==> config.mk <==
export PLATFORM = sky130hd
export DESIGN_NAME = fsk_demod
export DESIGN_NICKNAME = d
export VERILOG_FILES = /design/src/rtl/fskd_pkg.sv /design/src/rtl/fskd_period_meter.sv /design/src/rtl/fskd_classifier.sv /design/src/rtl/fskd_start_detect.sv /design/src/rtl/fskd_byte_asm.sv /design/src/rtl/fsk_demod.sv
export SDC_FILE = /design/constraint.sdc
export NUM_CORES = 1
export LEC_CHECK = 0
export ABC_AREA = 1
export BUFFER_PORTS_ARGS = -buffer_cell sky130_fd_sc_hd__buf_2
export CORE_MARGIN = 5
export CORE_UTILIZATION = 38
export CTS_CLUSTER_DIAMETER = 120
export CTS_CLUSTER_SIZE = 8
export DETAILED_ROUTE_END_ITERATION = 10
export PLACE_DENSITY_LB_ADDON = 0.05
export SYNTH_ARGS = -nofsm -noshare
export SYNTH_HDL_FRONTEND = slang
export SYNTH_SLANG_ARGS = --single-unit
==> constraint.sdc <==
create_clock -name clk -period 3.6 [get_ports clk]
set_input_delay 0.36 -clock clk [delete_from_list [all_inputs] [get_ports clk]]
set_output_delay 0.36 -clock clk [all_outputs]
set_load 0.03 [all_outputs]
==> src/rtl/fskd_pkg.sv <==
package fskd_pkg;
  // width of a counter that must hold values 0..n-1, never below one bit
  function automatic int cnt_w(input int n);
    return (n > 2) ? $clog2(n) : 1;
  endfunction
endpackage

==> src/rtl/fskd_period_meter.sv <==
module fskd_period_meter #(
  parameter int CNT_W = 10
) (
  input  logic             clk,
  input  logic             rst,
  input  logic             en,
  input  logic             lim_in,
  output logic [CNT_W-1:0] per_val,
  output logic             per_vld
);
  localparam logic [CNT_W-1:0] CNT_MAX = '1;

  logic             lim_q, lim_qq, armed;
  logic [CNT_W-1:0] cnt;
  logic             rise;

  assign rise = lim_q & ~lim_qq;

  always_ff @(posedge clk) begin
    if (rst) begin
      lim_q   <= 1'b0;
      lim_qq  <= 1'b0;
      armed   <= 1'b0;
      cnt     <= '0;
      per_val <= '0;
      per_vld <= 1'b0;
    end else begin
      lim_q   <= lim_in;
      lim_qq  <= lim_q;
      per_vld <= 1'b0;
      if (!en) begin
        armed <= 1'b0;
        cnt   <= '0;
      end else if (rise) begin
        armed   <= 1'b1;
        cnt     <= CNT_W'(1);
        per_vld <= armed;
        per_val <= cnt;
      end else if (cnt != CNT_MAX) begin
        cnt <= cnt + 1'b1;
      end
    end
  end

  // a disabled meter reports nothing
  assert_idle_quiet_R8: assert property (@(posedge clk) disable iff (rst)
    !en |=> !per_vld);
  // a reported period is never empty
  assert_per_nonzero_R1: assert property (@(posedge clk) disable iff (rst)
    per_vld |-> per_val != '0);
endmodule

==> src/rtl/fskd_classifier.sv <==
module fskd_classifier #(
  parameter int CNT_W    = 10,
  parameter int CAL_LOG2 = 2,
  parameter int THR_OFS  = 6,
  parameter int HYS      = 1
) (
  input  logic             clk,
  input  logic             rst,
  input  logic             en,
  input  logic [CNT_W-1:0] per_val,
  input  logic             per_vld,
  output logic             cls_bit,
  output logic             cls_vld
);
  import fskd_pkg::*;
  localparam int CAL_N = 1 << CAL_LOG2;
  localparam int ACC_W = CNT_W + CAL_LOG2;
  localparam int TW    = ACC_W + 2;
  localparam int CW    = cnt_w(CAL_N);

  logic [ACC_W-1:0] acc, acc_n;
  logic [CW-1:0]    cal_cnt;
  logic [TW-1:0]    thr, per_x;
  logic             cal_done, is_hi, is_lo;

  assign acc_n = acc + ACC_W'(per_val);
  assign per_x = TW'(per_val);
  assign is_hi = per_x >= thr + TW'(HYS);
  assign is_lo = per_x + TW'(HYS) <= thr;

  always_ff @(posedge clk) begin
    if (rst || !en) begin
      acc      <= '0;
      cal_cnt  <= '0;
      thr      <= '0;
      cal_done <= 1'b0;
      cls_bit  <= 1'b0;
      cls_vld  <= 1'b0;
    end else begin
      cls_vld <= 1'b0;
      if (per_vld) begin
        if (!cal_done) begin
          acc <= acc_n;
          if (cal_cnt == CW'(CAL_N - 1)) begin
            thr      <= TW'(acc_n >> CAL_LOG2) + TW'(THR_OFS);
            cal_done <= 1'b1;
          end else begin
            cal_cnt <= cal_cnt + 1'b1;
          end
        end else begin
          cls_vld <= 1'b1;
          if (is_hi)      cls_bit <= 1'b1;
          else if (is_lo) cls_bit <= 1'b0;
        end
      end
    end
  end

  // nothing is classified while calibrating
  assert_quiet_in_cal_R2: assert property (@(posedge clk) disable iff (rst)
    !cal_done |=> !cls_vld);
  // a period inside the band keeps the class
  assert_band_holds_R3: assert property (@(posedge clk) disable iff (rst)
    (en && cal_done && per_vld && !is_hi && !is_lo) |=> (cls_vld && cls_bit == $past(cls_bit)));
endmodule

==> src/rtl/fskd_start_detect.sv <==
module fskd_start_detect #(
  parameter int SR_W = 12,
  parameter int LEAD = 8
) (
  input  logic clk,
  input  logic rst,
  input  logic en,
  input  logic cls_vld,
  input  logic cls_bit,
  output logic start_q,
  output logic dat_vld,
  output logic dat_bit
);
  localparam int TRAIL = SR_W - LEAD;
  localparam logic [SR_W-1:0] PATTERN = {{LEAD{1'b0}}, {TRAIL{1'b1}}};

  logic            raw_prev, filt, filt_n;
  logic [SR_W-1:0] hist, hist_n;

  assign filt_n = (cls_bit == raw_prev) ? cls_bit : filt;
  assign hist_n = {hist[SR_W-2:0], filt_n};

  always_ff @(posedge clk) begin
    if (rst || !en) begin
      raw_prev <= 1'b0;
      filt     <= 1'b0;
      hist     <= '1;
      start_q  <= 1'b0;
      dat_vld  <= 1'b0;
      dat_bit  <= 1'b0;
    end else begin
      dat_vld <= 1'b0;
      if (cls_vld) begin
        raw_prev <= cls_bit;
        filt     <= filt_n;
        hist     <= hist_n;
        dat_vld  <= start_q;
        dat_bit  <= filt_n;
        if (hist_n == PATTERN) start_q <= 1'b1;
      end
    end
  end

  // the start flag holds while enabled
  assert_start_sticky_R5: assert property (@(posedge clk) disable iff (rst)
    (start_q && en) |=> start_q);
  // data periods only flow after the start
  assert_data_after_start_R6: assert property (@(posedge clk) disable iff (rst)
    dat_vld |-> start_q);
endmodule

==> src/rtl/fskd_byte_asm.sv <==
module fskd_byte_asm #(
  parameter int BIT_PER = 16,
  parameter int BYTE_W  = 8
) (
  input  logic              clk,
  input  logic              rst,
  input  logic              en,
  input  logic              dat_vld,
  input  logic              dat_bit,
  output logic [BYTE_W-1:0] data_byte,
  output logic              byte_valid
);
  import fskd_pkg::*;
  localparam int PW = cnt_w(BIT_PER);
  localparam int OW = $clog2(BIT_PER + 1);
  localparam int BW = cnt_w(BYTE_W);

  logic [PW-1:0]     per_cnt;
  logic [OW-1:0]     ones, ones_n;
  logic [BW-1:0]     bit_cnt;
  logic [BYTE_W-1:0] sh, sh_n;
  logic              maj;

  assign ones_n = ones + OW'(dat_bit);
  assign maj    = ones_n > OW'(BIT_PER / 2);
  assign sh_n   = {maj, sh[BYTE_W-1:1]};

  always_ff @(posedge clk) begin
    if (rst) begin
      data_byte <= '0;
    end else if (en && dat_vld && per_cnt == PW'(BIT_PER - 1) && bit_cnt == BW'(BYTE_W - 1)) begin
      data_byte <= sh_n;
    end
  end

  always_ff @(posedge clk) begin
    if (rst || !en) begin
      per_cnt    <= '0;
      ones       <= '0;
      bit_cnt    <= '0;
      sh         <= '0;
      byte_valid <= 1'b0;
    end else begin
      byte_valid <= 1'b0;
      if (dat_vld) begin
        if (per_cnt == PW'(BIT_PER - 1)) begin
          per_cnt <= '0;
          ones    <= '0;
          sh      <= sh_n;
          if (bit_cnt == BW'(BYTE_W - 1)) begin
            bit_cnt    <= '0;
            byte_valid <= 1'b1;
          end else begin
            bit_cnt <= bit_cnt + 1'b1;
          end
        end else begin
          per_cnt <= per_cnt + 1'b1;
          ones    <= ones_n;
        end
      end
    end
  end

  // the strobe lasts one cycle
  assert_strobe_pulse_R7: assert property (@(posedge clk) disable iff (rst)
    byte_valid |=> !byte_valid);
  // the byte only moves with its strobe
  assert_byte_stable_R7: assert property (@(posedge clk) disable iff (rst)
    !byte_valid |-> $stable(data_byte));
endmodule

==> src/rtl/fsk_demod.sv <==
module fsk_demod #(
  parameter int CNT_W    = 10,
  parameter int CAL_LOG2 = 2,
  parameter int THR_OFS  = 6,
  parameter int HYS      = 1,
  parameter int SR_W     = 12,
  parameter int LEAD     = 8,
  parameter int BIT_PER  = 16,
  parameter int BYTE_W   = 8
) (
  input  logic              clk,
  input  logic              rst,
  input  logic              rd_en,
  input  logic              lim_in,
  output logic              start_detected,
  output logic [BYTE_W-1:0] data_byte,
  output logic              byte_valid
);
  logic [CNT_W-1:0] per_val;
  logic             per_vld, cls_bit, cls_vld, dat_vld, dat_bit;

  fskd_period_meter #(.CNT_W(CNT_W)) u_meter (
    .clk(clk), .rst(rst), .en(rd_en), .lim_in(lim_in),
    .per_val(per_val), .per_vld(per_vld)
  );

  fskd_classifier #(.CNT_W(CNT_W), .CAL_LOG2(CAL_LOG2), .THR_OFS(THR_OFS), .HYS(HYS)) u_cls (
    .clk(clk), .rst(rst), .en(rd_en), .per_val(per_val), .per_vld(per_vld),
    .cls_bit(cls_bit), .cls_vld(cls_vld)
  );

  fskd_start_detect #(.SR_W(SR_W), .LEAD(LEAD)) u_start (
    .clk(clk), .rst(rst), .en(rd_en), .cls_vld(cls_vld), .cls_bit(cls_bit),
    .start_q(start_detected), .dat_vld(dat_vld), .dat_bit(dat_bit)
  );

  fskd_byte_asm #(.BIT_PER(BIT_PER), .BYTE_W(BYTE_W)) u_asm (
    .clk(clk), .rst(rst), .en(rd_en), .dat_vld(dat_vld), .dat_bit(dat_bit),
    .data_byte(data_byte), .byte_valid(byte_valid)
  );

  // leaving the read phase drops the start flag
  assert_clear_on_exit_R8: assert property (@(posedge clk) disable iff (rst)
    !rd_en |=> !start_detected);
endmodule

### Word-level counts from Yosys, hierarchy flattened

Index checks and enable logic that the tools add are counted.

| operators by class | value |
|---|---|
| $add $sub $neg | 9 |
| eq/ne operators | 6 |
| muxes and demuxes | 12 |
| bitwise logic cells | 10 |
| magnitude comparators | 3 |
| reductions and logical operators | 20 |

Operators with widths:

| cell | number |
|---|---|
| 14-bit by 1-bit adder with 14-bit output (second input constant) | 1 |
| 10-bit by 14-bit >= comparator with 1-bit output | 1 |
| 14-bit <= comparator | 1 |
| 12-bit by 10-bit adder with 12-bit output | 1 |
| 12-bit by 4-bit == test with 1-bit output (second input constant) | 1 |
| 10-bit by 1-bit adder with 11-bit output (second input constant) | 1 |
| 10-bit by 3-bit adder with 11-bit output (second input constant) | 1 |
| 10-bit by 1-bit adder with 10-bit output (second input constant) | 1 |
| 10-bit inequality test (second input constant) | 1 |
| 1-bit two-way mux | 9 |
| 1-bit NOT | 9 |
| 3-bit AND reduction | 3 |
| 3-bit OR reduction | 3 |
| 2-bit AND reduction | 4 |
| 2-bit OR reduction | 3 |
| 5-bit by 1-bit adder with 5-bit output | 1 |
| 5-bit by 4-bit greater-than comparator with 1-bit output (second input constant) | 1 |
| 5-bit two-way mux | 1 |
| 4-bit by 1-bit adder with 4-bit output (second input constant) | 1 |
| 4-bit == test (second input constant) | 1 |
| 4-bit two-way mux | 1 |
| 2-bit nonzero test | 2 |
| 3-bit by 1-bit adder with 3-bit output (second input constant) | 1 |
| 3-bit == test (second input constant) | 1 |
| 8 further kinds | 10 |

| storage, ports and cells | value |
|---|---|
| flip-flop bits (word level) | 99 |
| output and inout bits | 10 |
| word-level logic and storage cells | 84 |
| input bits | 4 |

### Longest topological paths before layout

Gate-level depths: netlist of run 1.

| logic depth | value |
|---|---|
| word-level depth | 4 |
| mapped depth | 17 |
| gate-level depth less buffers | 17 |

### By module

A second synthesis of run 1 with hierarchy kept.

| unflattened totals | value |
|---|---|
| cells, all modules | 807 |
| area, all modules | 5,567.8 um2 |

Modules (own cells, without submodules):

| module | area an instance (um2) | instances | cells each | sequential area each (um2) |
|---|---|---|---|---|
| fskd_classifier | 2,767.7 | 1 | 434 | 560.5 |
| fskd_byte_asm | 1,164.9 | 1 | 147 | 560.5 |
| fskd_period_meter | 1,058.5 | 1 | 144 | 480.5 |
| fskd_start_detect | 576.8 | 1 | 82 | 300.3 |

### Least setup slack after synthesis of run 1

No wires, ideal clock.

| timing | value |
|---|---|
| path kind | reg-to-reg |
| start point | register u_meter.per_val[1] |
| end point | register u_cls.cls_bit |
| path buffers | 0 |
| library setup time | 0.132 ns |
| clock period less this slack | 2.420 ns |
| path slack | 1.180 ns |
| cell stages (with the launch flop) | 15 |
| data required time | 3.468 ns |
| data arrival time | 2.288 ns |
| path through | dfxtp_1 > inv_1 > nor4_2 > nand3_1 > nor2_1 > nand3_1 > xor2_1 > inv_1 > ha_1 > nand2_1 > nor3b_1 > nand4_1 > a21boi_0 > o21ai_0 > a21oi_1 |

| on the way | value |
|---|---|
| word-level cells in the longest chain between the ends | 4 |

Ends and longest elaborated chain:

| element | RTL line | source |
|---|---|---|
| start: declaration | fskd_period_meter.sv:8 | `output logic [CNT_W-1:0] per_val,` |
| start signal: assignment | fskd_period_meter.sv:38 | `per_val <= cnt;` |
| 10-bit by 1-bit adder with 11-bit output | fskd_classifier.sv:29 | `assign is_lo = per_x + TW'(HYS) <= thr;` |
| 14-bit <= comparator | fskd_classifier.sv:29 |  |
| 2-bit nonzero test (no line) | - |  |
| 3-bit AND reduction (no line) | - |  |
| end signal: assignment | fskd_classifier.sv:37 | `cls_bit <= 1'b0;` |
| end signal: assignment | fskd_classifier.sv:52 | `if (is_hi) cls_bit <= 1'b1;` |
| end signal: assignment | fskd_classifier.sv:53 | `else if (is_lo) cls_bit <= 1'b0;` |
| end: declaration | fskd_classifier.sv:12 | `output logic cls_bit,` |

Parallel ways exist; a longest one is shown, timed or not.
A chain may end at the register's enable or synchronous reset.

### Final worst setup path of run 1

Same ends and word-level chain as after synthesis.

==> results of run 1 <==
[logic make-up (layout without fill, tap and decap cells)]
| logic type | Yosys count | in the layout | share of synthesized area (%) |
|---|---|---|---|
| simple gates | 322 | 322 | 27.49 |
| buf+inv | 143 | 157 | 10.20 |
| compound gates | 127 | 127 | 12.68 |
| flops | 95 | 95 | 35.56 |
| fa+ha+maj | 43 | 43 | 10.15 |
| xor+xnor | 24 | 24 | 3.930 |
[critical path: cells and delay by family (launching register included)]
family	cells	cell delay [ns]
and+or+nand+nor	7	1.22
AOI/OAI and AO/OA	3	0.38
xor gates and xnor gates	1	0.14
DFF	1	0.47
buffers and inverters	2	0.17
adders and majority gates	1	0.29
[cells in the final DEF, fill, tap and decap left out, types with 14 or more instances in the layout]
| cell | instances |
|---|---|
| nand2_1 | 151 |
| inv_1 | 122 |
| dfxtp_1 | 95 |
| a21oi_1 | 62 |
| nor2_1 | 59 |
| o21ai_0 | 48 |
| nand3_1 | 42 |
| ha_1 | 41 |
| xor2_1 | 22 |
| nor3_1 | 20 |
| nand2_2 | 14 |
[worst paths after layout]
kind                                    startpoint              to  slack [ns]  cells past startpoint
worst max-delay path            u_meter.per_val[1]   u_cls.cls_bit        0.81                     14
worst min register to register       u_meter.lim_q  u_meter.lim_qq        0.43                      2
worst max register to register  u_meter.per_val[1]   u_cls.cls_bit        0.81                     14
worst min-delay path                        lim_in   u_meter.lim_q        0.21                      3
[registers in the layout, indices dropped and copies added (netlist names), 2 cells and up]
register	cells
u_cls.cal_cnt	2
u_cls.thr	11
u_asm.per_cnt	4
u_asm.ones	5
u_start.hist	11
u_meter.per_val	10
u_meter.cnt	10
u_asm.data_byte	8
u_cls.acc	12
u_asm.sh	7
u_asm.bit_cnt	3
[layer usage]
layer | GRT usage [%] | share of wire (%) | routed length (um) | vias up
met5 | 0 | 0 | 0 | -
met4 | 6.733 | 2.9 | 355 | 0
met3 | 3.694 | 3.1 | 368 | 25
met2 | 24.24 | 42 | 5046 | 63
met1 | 21.19 | 52 | 6288 | 2083
li1 | - | - | - | 2446
[stage by stage]
step                total power (W)  util, %
floorplan                  0.001188        -
global placement           0.001224    40.39
detailed placement         0.001225    40.39
CTS                        0.002277    42.71
global route               0.002356    42.71
finish                     0.002247    42.71
[Yosys cell counts (all sizes together)]
cell type and instances:
inv 126, o21bai 1, xnor2 2, maj3 1, a31oi 1, a2bb2oi 1, nor3 20, dfxtp 95
o31ai 1, a22oi 1, clkinv 1, o211a 2, buf 6, a211oi 2, o211ai 5, clkbuf 10
fa 1, o21ai 50, nand4 13, nor4 4, nor2 64, a21oi 62, or2 1, ha 41
nand2 169, and3 1, xor2 22, nand3 46, a21boi 1, nand3b 2, nor3b 2
[power breakdown]
group	internal [W]	leakage (nW)	switching (W)
sequential	0.00106	0.767	0.0000132
combinational	0.0000441	1.85	0.0000836
clock	0.000630	0.157	0.000417
total	0.00173	2.77	0.000514
[area by class of cell]
type	count	area (um2)	area share (%)
tap	180	225.2	3.814
sequential	95	1902	32.20
multi-input combinational	516	2902	49.13
clock buffer	11	242.7	4.110
clock inverter	4	77.57	1.314
timing repair buffer	15	80.08	1.356
inverter	127	476.7	8.072
==> results_dict.tcl, run 1 <==
set metrics [dict create \
    diodes 0 \
    setup_viol 0 \
    power_leakage_nw 2.772 \
    grt_pass1_vias 4509 \
    final.period_utilization_pct 77.46 \
    rsz0062_at_grt "false" \
    yosysUniqueCellTypes 42 \
    syn-cell-area_um2 5349 \
    yosysTopAreaCell "dfxtp_1" \
    setup_tns_ns 0 \
    grt_max_degree 36 \
    ys_top_cells_by_area "dfxtp_1, nand2_1, ha_1" \
    post-cts-setup-buffers 0 \
    die_w_um 128.6 \
    finalHoldViolations 0 \
    cp-start-kind "flip-flop" \
    fin_nets 810 \
    finalWirelength_mm 12.06 \
    placedCellCount 933 \
    outcome "completed" \
    io_buffers 13 \
    clock-sinks 95 \
    grt-ovfl-total 0 \
    clk_pin_slew_ns 0.07 \
    crit_chain "inv_1 -> nor4_2 -> nand3_1 -> nor2_1 -> nand3_1 -> xor2_1 -> inv_1 -> ha_1 -> nand2_1 -> nor3b_1 -> nand4_1 -> a21boi_0 -> o21ai_0 -> a21oi_1" \
    path_class "flip-flop to flip-flop" \
    cts_hold_buf 0 \
    clk_latency_ns 0.35 \
    setup.worst_path.end_class "flip-flop" \
    report.final.slew_viol_count 0 \
    synth.top_cell.area_share_pct 35.56 \
    hold_class "input port to flip-flop" \
    drc 0 \
    fmax_ghz 0.3586 \
    cp_max_fo 6 \
    critPathRequiredTime_ns 3.82 \
    fin_cells 948 \
    initial_core_util_pct 38.68 \
    syn_inst 754 \
    fillerInstances 1454 \
    dpl.hpwl_mm 9.082 \
    cpMaxStageDelayCell "dfxtp_1" \
    ys_ff_latch 95 \
    vdd_ir_drop_max_v 0.0002359 \
    drtAntennaViolNets 0 \
    worst_pin_slew_ns 0.5530 \
    cts_tree "built" \
    critPathMaxStageDelay_ns 0.47 \
    via_per_inst 4.870 \
    yosysSeqAreaShare_pct 35.56 \
    yosysWarningCount 0 \
    drive_above_1_share_pct 8.073 \
    dieHeight_um 128.6 \
    vias 4617 \
    slew_headroom_pct 62.80 \
    cts_max_level 3 \
    p_per_area_nw_per_um2 380.4 \
    max_cap_viol_count 0 \
    core-area_um2 13830 \
    synth_nets 800 \
    crit_arrival_ns 3.01 \
    pre_cts_ws_ns 0.8323 \
    num_io_pins 14 \
    final_area_um2 5906 \
    hold_slack_ns 0.2139 \
    drtIter0Drc 200 \
    die_area_um2 16550 \
    wl_per_cell_um 12.72 \
    globalplace.congestion 0.8092 \
    grt_antenna_before_repair 0 \
    worst_slack_ns 0.8114 \
    period_minus_slack_ns 2.789 \
    post_cts_resized 0 \
    numCtsBuffers 9 \
    area_growth_pct 10.41 \
    clock_skew_ns 0.008488 \
    cts_max_path_buffers 2 \
    cts_root_buf "clkbuf_16" \
    grt_pass1_wl_mm 20.96 \
    fp-row-count 43 \
    place_area_um2 5585 \
    syn_area_per_cell_um2 7.094 \
    drt-pass1-iter-count 4 \
    grt.total_usage_pct 15.77 \
]
Note: power is estimated with default switching activity, not from simulation.
==> run 2: changes to the inputs <==
- clock period: 3.6 -> 2.4 ns (I/O delays scaled with it)
==> run 2 against run 1 <==
  * First-iteration DRC count is 11% higher
  * Clock-buffer cell count stayed put
  * Largest cell class unchanged
  * Clock skew is 0.0023 ns higher
  * Utilization is 2.0 points higher
  * Flip-flop and latch count stayed put
==> results_dict.tcl, run 2 (synthesis gave the netlist of run 1 again) <==
set metrics [dict create \
    num_io_pins 14 \
    cts_root_buf "clkbuf_16" \
    setup_viol 0 \
    hold_slack_ns 0.08968 \
    drtAntennaViolNets 0 \
    diodes 0 \
    slew_headroom_pct 62.77 \
    die_w_um 128.6 \
    fin_cells 974 \
    clock_skew_ns 0.01077 \
    clk_latency_ns 0.35 \
    place_area_um2 5744 \
    finalHoldViolations 0 \
    crit_arrival_ns 2.55 \
    power_frac_comb_pct 7.0 \
    vdd_ir_drop_max_v 0.0003613 \
    power_leakage_nw 2.897 \
    numCtsBuffers 9 \
    grt.total_usage_pct 15.85 \
    layout_common_cells "nand2_1, inv_1, dfxtp_1" \
    setup.worst_path.end_class "flip-flop" \
    fmax_ghz 0.4297 \
    period_minus_slack_ns 2.327 \
    cts_tree "built" \
    fin_nets 835 \
    hold_class "input port to flip-flop" \
    grt_max_degree 34 \
    cpMaxStageDelayCell "dfxtp_2" \
    crit_chain "inv_2 -> nor4_4 -> nand3_2 -> nor2_4 -> nand3_2 -> xor2_1 -> inv_1 -> ha_4 -> nand2_4 -> nor3b_4 -> nand4_1 -> a21boi_2 -> o21ai_1 -> a21oi_1" \
    cp_max_fo 2 \
    cts_max_level 3 \
    core-area_um2 13830 \
    initial_core_util_pct 38.68 \
    final.period_utilization_pct 96.97 \
    globalplace.congestion 0.8069 \
    critPathMaxStageDelay_ns 0.34 \
    drtIter0Drc 222 \
    max_cap_viol_count 0 \
    rsz0062_at_grt "true" \
    drc 0 \
    p_clk_share_pct 44.7 \
    largest_register "u_cls.acc" \
    die_area_um2 16550 \
    report.final.slew_viol_count 0 \
    fillerInstances 1416 \
    final_area_um2 6186 \
    wl_per_cell_um 12.71 \
    regArea_um2 1907 \
    finalWirelength_mm 12.38 \
    critPathRequiredTime_ns 2.62 \
    grt-ovfl-total 0 \
    outcome "completed" \
    grt_antenna_before_repair 0 \
    cts_max_path_buffers 2 \
    drive_above_1_share_pct 13.73 \
    via_per_inst 4.798 \
    dpl.hpwl_mm 9.347 \
    fp-row-count 43 \
    io_buffers 13 \
    power_frac_seq_pct 48.3 \
    placedCellCount 954 \
    dieHeight_um 128.6 \
    largestRegisters "u_cls.acc: 12 flops, u_cls.thr: 11 flops, u_start.hist: 11 flops" \
    mostFrequentLayoutCell "nand2_1" \
    p_sw_share_pct 23.96 \
    cp_common_cell "nand3_2" \
    p_per_area_nw_per_um2 536.4 \
    largest_reg_flops 12 \
    grt_pass1_wl_mm 21.13 \
    power_w 0.003318 \
    area_growth_pct 15.65 \
    clock-sinks 95 \
    p_int_w 0.002523 \
    path_class "flip-flop to flip-flop" \
    grt_pass1_vias 4445 \
    worst_pin_slew_ns 0.5578 \
    power_switching_w 0.0007949 \
    multi_input_area_um2 3000 \
    vias 4673 \
    clk_pin_slew_ns 0.07 \
    final_util_pct 44.74 \
    cp-start-kind "flip-flop" \
    drt-pass1-iter-count 6 \
]
## run 2: power groups by stage
stage          registers (W)  clock network [W]  logic (W)
2_1_floorplan        0.00164                  0   0.000147
3_3_place_gp         0.00164                  0   0.000211
3_5_place_dp         0.00164                  0   0.000214
4_1_cts              0.00160            0.00152   0.000228
5_1_grt              0.00160            0.00160   0.000268
6_report             0.00160            0.00148   0.000233
## run 2: routing by layer
layer	routed length [um]	up-vias	GRT usage (%)
li1	-	2495	-
met1	6361	2130	21.25
met2	5588	36	25.91
met3	249	12	2.823
met4	178	0	5.065
met5	0	-	0
## run 2: layout make-up
type	instances	share of cell area, %
multi-input cells	516	48.50
flip-flops and latches	95	30.83
inverters	127	7.706
repair buffers	40	4.389
clock buffers	11	3.924
well taps	180	3.641
clock inverters	5	1.011
## run 2: path summary, 6_finish.rpt
check                                   startpoint             end  slack (ns)  cells past startpoint
worst max-delay path            u_meter.per_val[2]   u_cls.cls_bit        0.07                     14
worst min-delay path                        lim_in   u_meter.lim_q        0.09                      3
worst max register to register  u_meter.per_val[2]   u_cls.cls_bit        0.07                     14
worst min register to register       u_meter.lim_q  u_meter.lim_qq        0.44                      2
## run 2: through the flow
| stage | setup WS, ns | setup TNS, ns |
|---|---|---|
| final | 0.07271 | 0 |
| after CTS | -0.005361 | -0.005361 |
| after detailed placement | -0.2003 | -0.2003 |
| after global placement | -0.07736 | -0.07736 |
| after floorplan | 0.02534 | 0 |
| after global routing | -0.1065 | -0.1065 |
## run 2: worst max-delay path, delay by kind of cell, from the launching register on
kind / cells / cell delay (ns)
adders and majority gates: 1 / 0.29
buffers and inverters: 2 / 0.14
and+or+nand+nor: 7 / 0.95
AOI/OAI and AO/OA: 3 / 0.35
DFF: 1 / 0.34
xor gates and xnor gates: 1 / 0.13
## run 2: what timing repair did
action	4_1_cts	5_1_grt
gates resized for setup	18	12
setup endpoints to repair	1	3
hold buffers	0	0
pin swaps	10	9
buffers inserted	3	1
